<file path="config.mk">
export PLATFORM = sky130hd
export DESIGN_NAME = bpredTable
export DESIGN_NICKNAME = d
export VERILOG_FILES = /design/src/rtl/bpredPkg.sv /design/src/rtl/bpredCtrl.sv /design/src/rtl/bpredStore.sv /design/src/rtl/bpredTable.sv
export SDC_FILE = /design/constraint.sdc
export NUM_CORES = 1
export LEC_CHECK = 0
export BUFFER_PORTS_ARGS = -buffer_cell sky130_fd_sc_hd__buf_2
export CORE_UTILIZATION = 55
export DETAILED_ROUTE_END_ITERATION = 10
export PLACE_DENSITY = 0.82
export RECOVER_POWER = 100
export SLEW_MARGIN = 20
export SYNTH_ARGS = -nofsm -noshare
export SYNTH_HDL_FRONTEND = slang
export SYNTH_SLANG_ARGS = --single-unit
</file>
<file path="constraint.sdc">
create_clock -name clk -period 9.46 [get_ports clk]
set_clock_uncertainty 0.1 [all_clocks]
set_input_delay 0.473 -clock clk [delete_from_list [all_inputs] [get_ports clk]]
set_output_delay 0.473 -clock clk [all_outputs]
set_load 0.02 [all_outputs]
</file>
<file path="src/rtl/bpredPkg.sv">
package bpredPkg;

  typedef enum logic [1:0] {
    CTR_SNT = 2'b00,
    CTR_WNT = 2'b01,
    CTR_WT  = 2'b10,
    CTR_ST  = 2'b11
  } ctrState_t;

  localparam ctrState_t CTR_RESET = CTR_WT;

  typedef struct packed {
    logic      wrEn;
    ctrState_t wrVal;
  } ctrlStrb_t;

endpackage

</file>
<file path="src/rtl/bpredCtrl.sv">
module bpredCtrl
  import bpredPkg::*;
(
  input  logic      clk,
  input  logic      rstN,
  input  logic      hystMode,
  input  logic      updValid,
  input  logic      updTaken,
  input  ctrState_t updCtr,
  output ctrlStrb_t strb
);

  ctrState_t nxtCtr;

  always_comb begin
    nxtCtr = updCtr;
    if (!hystMode) begin
      unique case (updCtr)
        CTR_SNT: nxtCtr = updTaken ? CTR_WNT : CTR_SNT;
        CTR_WNT: nxtCtr = updTaken ? CTR_WT  : CTR_SNT;
        CTR_WT:  nxtCtr = updTaken ? CTR_ST  : CTR_WNT;
        CTR_ST:  nxtCtr = updTaken ? CTR_ST  : CTR_WT;
        default: nxtCtr = updCtr;
      endcase
    end else begin
      unique case (updCtr)
        CTR_SNT: nxtCtr = updTaken ? CTR_WNT : CTR_SNT;
        CTR_WNT: nxtCtr = updTaken ? CTR_ST  : CTR_SNT;
        CTR_WT:  nxtCtr = updTaken ? CTR_ST  : CTR_SNT;
        CTR_ST:  nxtCtr = updTaken ? CTR_ST  : CTR_WT;
        default: nxtCtr = updCtr;
      endcase
    end
  end

  assign strb.wrEn  = updValid;
  assign strb.wrVal = nxtCtr;

  p_plain_sat_hi_r4: assert property (@(posedge clk) disable iff (!rstN)
    (updValid && !hystMode && updTaken && updCtr == CTR_ST) |-> (strb.wrVal == CTR_ST));

  p_plain_sat_lo_r5: assert property (@(posedge clk) disable iff (!rstN)
    (updValid && !hystMode && !updTaken && updCtr == CTR_SNT) |-> (strb.wrVal == CTR_SNT));

  p_hyst_cross_r6: assert property (@(posedge clk) disable iff (!rstN)
    (updValid && hystMode && !updTaken && updCtr == CTR_WT) |-> (strb.wrVal == CTR_SNT));

  p_hyst_strong_miss_r7: assert property (@(posedge clk) disable iff (!rstN)
    (updValid && hystMode && !updTaken && updCtr == CTR_ST) |-> (strb.wrVal == CTR_WT));

  p_no_write_r8: assert property (@(posedge clk) disable iff (!rstN)
    !updValid |-> !strb.wrEn);

endmodule

</file>
<file path="src/rtl/bpredStore.sv">
module bpredStore
  import bpredPkg::*;
#(
  parameter int IDX_BITS = 6,
  parameter int PC_W     = 32
) (
  input  logic            clk,
  input  logic            rstN,
  input  logic [PC_W-1:0] lookupPc,
  input  logic [PC_W-1:0] updPc,
  input  ctrlStrb_t       strb,
  output logic            predTaken,
  output ctrState_t       updCtr
);

  localparam int DEPTH  = 1 << IDX_BITS;
  localparam int IDX_LO = 2;
  localparam int IDX_HI = IDX_LO + IDX_BITS - 1;

  ctrState_t ctrMem [DEPTH];

  logic [IDX_BITS-1:0] lookIdx;
  logic [IDX_BITS-1:0] updIdx;

  assign lookIdx = lookupPc[IDX_HI:IDX_LO];
  assign updIdx  = updPc[IDX_HI:IDX_LO];

  always_ff @(posedge clk or negedge rstN) begin
    if (!rstN) begin
      for (int i = 0; i < DEPTH; i++) ctrMem[i] <= CTR_RESET;
    end else if (strb.wrEn) begin
      ctrMem[updIdx] <= strb.wrVal;
    end
  end

  assign predTaken = ctrMem[lookIdx][1];
  assign updCtr    = ctrMem[updIdx];

  p_write_lands_r9: assert property (@(posedge clk) disable iff (!rstN)
    strb.wrEn |=> (ctrMem[$past(updIdx)] == $past(strb.wrVal)));

endmodule

</file>
<file path="src/rtl/bpredTable.sv">
module bpredTable
  import bpredPkg::*;
#(
  parameter int IDX_BITS = 6,
  parameter int PC_W     = 32
) (
  input  logic            clk,
  input  logic            rstN,
  input  logic            hystMode,
  input  logic [PC_W-1:0] lookupPc,
  output logic            predTaken,
  input  logic            updValid,
  input  logic [PC_W-1:0] updPc,
  input  logic            updTaken
);

  ctrlStrb_t strb;
  ctrState_t updCtr;

  bpredCtrl ctrl_i (
    .clk      (clk),
    .rstN     (rstN),
    .hystMode (hystMode),
    .updValid (updValid),
    .updTaken (updTaken),
    .updCtr   (updCtr),
    .strb     (strb)
  );

  bpredStore #(
    .IDX_BITS (IDX_BITS),
    .PC_W     (PC_W)
  ) store_i (
    .clk       (clk),
    .rstN      (rstN),
    .lookupPc  (lookupPc),
    .updPc     (updPc),
    .strb      (strb),
    .predTaken (predTaken),
    .updCtr    (updCtr)
  );

endmodule

</file>
* Yosys cells after proc, flatten, opt, wreduce, memory -nomap -nowiden
Index checks and enable logic that the tools add are counted.
Cells by class: order comparisons 3, equality and inequality tests 3, muxes and demuxes 17, bitwise logic cells 2, reductions and logical operators 3
Operators by type and width (count):
- bitwise mux 128 bit | 1
- binary-select mux 2 bit (select 6 bit) | 2
- 2-to-1 mux 2 bit | 9
- >= comparator 7 bit, second input constant | 2
- NOT 6 -> 7 bit | 2
- demux 2 bit (select 6 bit) | 1
- one-hot mux 2 bit (4 select lines) | 1
- less-than comparator 7 x 1 -> 1 bit, second input constant | 1
- one-hot mux 2 bit (3 select lines) | 1
- == test 2 bit, second input constant | 2
- == test 2 x 1 -> 1 bit, second input constant | 1
- logical NOT 2 bit | 1
- 2-to-1 mux 1 bit | 2
- OR reduction 2 bit | 1
- logical AND 1 bit | 1
Storage, ports and cells: register bits after elaboration 128, input port bits 69, output and inout bits 1, word-level logic and storage cells 92

* Logic depth before layout (Yosys ltp)
word-level depth 9, gate-level depth with buffers 15, mapped depth without buffers 10

* Hierarchy
Synthesis repeated with hierarchy kept, for this count alone.
Second synthesis, totals: cells, all modules 555, area total of the unflattened synthesis 7093.1 µm²
Modules (own cells, without submodules):
- bpredStore | times used 1, cells an instance 538, area an instance 6951.7 µm², sequential area each 3283.1 µm²
- bpredCtrl | times used 1, cells an instance 17, area an instance 141.4 µm², sequential area each 0.0 µm²

* Worst setup path before layout
No wires, ideal clock.
path kind in2reg, from input port updPc[3], to register store_i.ctrMem[119] in the netlist's numbering, library setup time 0.082 ns, arrival time 3.134 ns, data required time 9.278 ns, path slack 6.143 ns, stages on the path 12, path buffers 2, cell sequence buf_6 > mux4_2 > mux2i_1 > o22a_2 > o221ai_2 > or4_1 > ha_1 > o21a_1 > o21ai_0 > o21ai_0 > clkbuf_1 > mux2_2
Between the ends: word-level cells in the longest chain between the ends 9, elaborated cells on any way between the ends 18, those cells by class 2 x order compare; 3 x eq/ne; 9 x mux; 1 x bitwise; 3 x reduce/logical
RTL lines:
- from (decl) | RTL line bpredTable.sv:13 | input logic [PC_W-1:0] updPc,
- NOT 6 -> 7 bit (implied by the code) * | RTL line bpredStore.sv:32, bpredStore.sv:37
- binary-select mux 2 bit (select 6 bit) | RTL line bpredStore.sv:37 | assign updCtr = ctrMem[updIdx];
- 2-to-1 mux 2 bit (implied by the code) (2 in series) | RTL line bpredStore.sv:37
- == test 2 x 1 -> 1 bit / == test 2 bit (equally long branches) | RTL line bpredCtrl.sv:18, bpredCtrl.sv:26
- OR reduction 2 bit (no line)
- one-hot mux 2 bit (3 select lines) | RTL line bpredCtrl.sv:26 | unique case (updCtr)
- 2-to-1 mux 2 bit | RTL line bpredCtrl.sv:17 | if (!hystMode) begin
- bitwise mux 128 bit * | RTL line bpredStore.sv:32 | ctrMem[updIdx] <= strb.wrVal;
- to (signal, indexed assignment) | RTL line bpredStore.sv:32
- to (decl) | RTL line bpredStore.sv:20 | ctrState_t ctrMem [DEPTH];
Mark *: on every way between the ends. The rest lies on a longest branch, timed or not. The select of a mux whose other input is x is not followed. A chain may end at the register's enable or synchronous reset.

* Final worst setup path
from input port updPc[3], to register store_i.ctrMem[39] in the netlist's numbering
Same word-level chain as after synthesis.

==> results.md <==
- FP Rows: 40
- Root Buffer: clkbuf_16
- RSZ-0062 raised after global routing: no
- Slowest library cell on the worst path: clkbuf_1
- Fmax: 148 MHz
- GR Util All Layers: a little under a third
- Ys Warns: 0
- Remaining DRCs: 0
- Pre-CTS setup slack: about 4000 ps
- First-pass GRT wire length: 29.0 mm
- Final Slew Violations: around 190
- PostCTS Resize Cnt: 0
- Async SR Flop Fraction: 100%
- CP Launch Type: input pin
- Reg2reg path depth: 11
- Total CTS buffers: 17
- Synthesized instance count: 650
- Die Y: 113 um
- Register area: 3280 um2
- Fin crit period: 6760 ps
- R2r startpoint: store_i.ctrMem[46]$_DFFE_PN0P_
- Multi-input gate area: 3310 um2
- Initial core utilization: between 50 and 60%
- Vias: ~5400
- Crit path max fanout: 38
- Worst Path Arrival: 7000 ps
- Post-Route Setup TNS: 0 ps
- Hold Path Cell Cnt: 2
- CTS Buffer Depth: 2
- HP Start: store_i.ctrMem[42]$_DFFE_PN0P_
- Pre-Repair DR Iteration Count: 6
- Die Wd: 113 um
- Largest register FFs: 128
- Post-Syn Area per Cell: 10.5 um2
- Wire length per cell: 22.2 um
- Crit Path Category: in2reg
- Detailed Place HPWL: 11.7 mm
- Biggest registers after layout: store_i.ctrMem: 128 flops
- CP cell instances: clkbuf_1 > clkinv_1 > mux2i_1 > o22a_2 > o221ai_1 > or4_1 > ha_1 > o21a_1 > o21ai_0 > o21a_1 > buf_4 > o21ai_0
- Sequential share of the synthesized area: between 40% and 50%
- Worst-skew pair later-pin latency: about 430 ps
- Largest Register: store_i.ctrMem
- Biggest area consumer among synthesized cells: dfstp_2
- TritonCTS clock tree: yes
- Max Cap Viol: 4
- Area contributors post-synth: dfstp_2 25%, dfrtp_1 24%, mux4_2 11%
- Number of nets in the layout: 726
- I/O pin total: 70
- Top cell type's share of synthesized area: 24.7%
- Least-Margin Pin Slew: 3730 ps
- Post-synth EDFFs: 0
- TritonCTS Sinks: approximately 130
- Area delta synth->final: 10.0%
- Status: finished, violations left
- Post-CTS Setup Inserts: 0
- Relative slew slack: -149%
- FF-to-FF End: store_i.ctrMem[39]$_DFFE_PN1P_
- Fin crit share: a little under three quarters
- Vias in the first global route: 5513
- Share of layout cells above drive strength 1: 27.4%
- Initial antenna violation count: 0
- Largest net degree at the start of global routing: 75
- Final hold violation count: 0
- Die ar.: 12800 um2
- #FFs+latches synth: 128
- Synth Flop Type: dfstp_2
- Most common cell in the netlist: nor2_1
- Worst-case vdd ir drop: between 0.0001 and 0.00015 V
- Via/cell ratio: ~6.6
- Critical Path Max Stage Delay: 1700 ps
- Synth Cell Area: 6800 um2
- WHS Endpoint: store_i.ctrMem[42]$_DFFE_PN0P_
- Final Wtd Congestion: ~0.97
- Post-route ant nets: 0
- Failing checks: max-capacitance violations, max-slew violations
- Antenna cells: 0
- CTS H-Tree Depth: 4
- Number of endpoints failing setup at the final stage: 0
- Port-buffer cells: 17
- Area of the core: 12000 um2
- CP required: ~9700 ps
- Final worst slack: 2700 ps
- Fillers: 920
- Post-CTS Hold Fix Bufs: 0
- WL final: between 15 and 20 mm
- Synth top cells by count: 102 x nor2_1, 89 x nand2_1, 70 x a21oi_1
- Clock-pin slew of the registers on the worst-case setup and hold paths: 50 ps
- Library cells used by synthesis: 55
- Initial DRC Count: 606
- Overall power: 1590 uW
- Reg2Reg Setup Slack: 5160 ps
- Critical Path Sink Type: register
- GRT overflow: 0
- Pleak: approximately 0.0030 uW
- Hold Path Class: reg2reg
- P per Cell Area: 213 nW/um2
- Synthesized Nets: 724
power breakdown:
| part | internal [uW] | leakage, uW | total, uW | switching [uW] |
|---|---|---|---|---|
| sequential | 650 | 0.00150 | 704 | 53.8 |
| clock | 415 | 0.000282 | 645 | 231 |
| combinational | 106 | 0.00123 | 245 | 139 |
| total | 1170 | 0.00301 | 1590 | 424 |
layer usage:
layer	vias to the layer above	global-route usage [%]	wire, um
li1	2348	-	-
met5	-	0	0
met3	72	7.87	1380
met1	2657	37.8	7050
met2	293	49.0	8770
met4	0	19.4	785
kinds of logic (layout without fill, tap and decap cells):
group	count (synthesis)	in the layout	share of synthesized area [%]
and+or+nand+nor	234	234	14.8
AOI/OAI and AO/OA	150	150	12.5
DFF	128	128	48.3
muxes	89	89	20.6
buffers and inverters	44	59	3.03
adders and majority gates	5	5	0.919
cells in the final DEF, fill, tap and decap left out, types with 4 or more instances in the layout:
cell type and count:
a21oi_1 70, buf_2 14, clkbuf_1 11, clkbuf_16 17, clkbuf_8 4, dfrtp_1 64, dfstp_2 64, ha_1 5
mux2_2 32, mux2i_1 19, mux4_1 4, mux4_2 32, nand2_1 89, nand3_1 7, nor2_1 102, nor2b_1 5
nor3_2 4, o21ai_0 49
critical path: cells and delay by family:
kind,cells,cell delay (ps)
buffers and inverters,3,3400
AO/OA/AOI/OAI,6,1710
AND/OR/NAND/NOR,1,590
multiplexers,1,570
adder cells (fa/ha/maj),1,230
per-stage QoR:
step | instance area, um2 | utilization, % | hold WS [ps] | cells
finish | 7490 | 62.3 | 375 | 812
global route | 7490 | 62.3 | 403 | 812
CTS | 7510 | 62.5 | 10.9 | 812
detailed placement | 6930 | 57.7 | 367 | 780
global placement | 6930 | 57.7 | 358 | 780
floorplan | 6800 | - | 77.4 | 650
worst max-delay path by stage:
stage	slack, ps	from	cells past startpoint	end
final	2700	updPc[3]	12	store_i.ctrMem[39]$_DFFE_PN1P_
after global routing	2210	updPc[3]	12	store_i.ctrMem[13]$_DFFE_PN1P_
after CTS	4410	updPc[3]	12	store_i.ctrMem[107]$_DFFE_PN1P_
after detailed placement	3970	updPc[3]	12	store_i.ctrMem[15]$_DFFE_PN1P_
after global placement	4160	updPc[3]	12	store_i.ctrMem[39]$_DFFE_PN1P_
after floorplan	6140	updPc[3]	12	store_i.ctrMem[119]$_DFFE_PN1P_
cell type report:
class | instances | share of cell area [%]
flip-flops and latches | 128 | 43.9
inverters | 5 | 0.251
well taps | 147 | 2.46
clock inverters | 5 | 1.04
multi-input cells | 478 | 44.2
repair buffers | 22 | 1.49
clock buffers | 27 | 6.72
(Power assumes the default switching activity.)
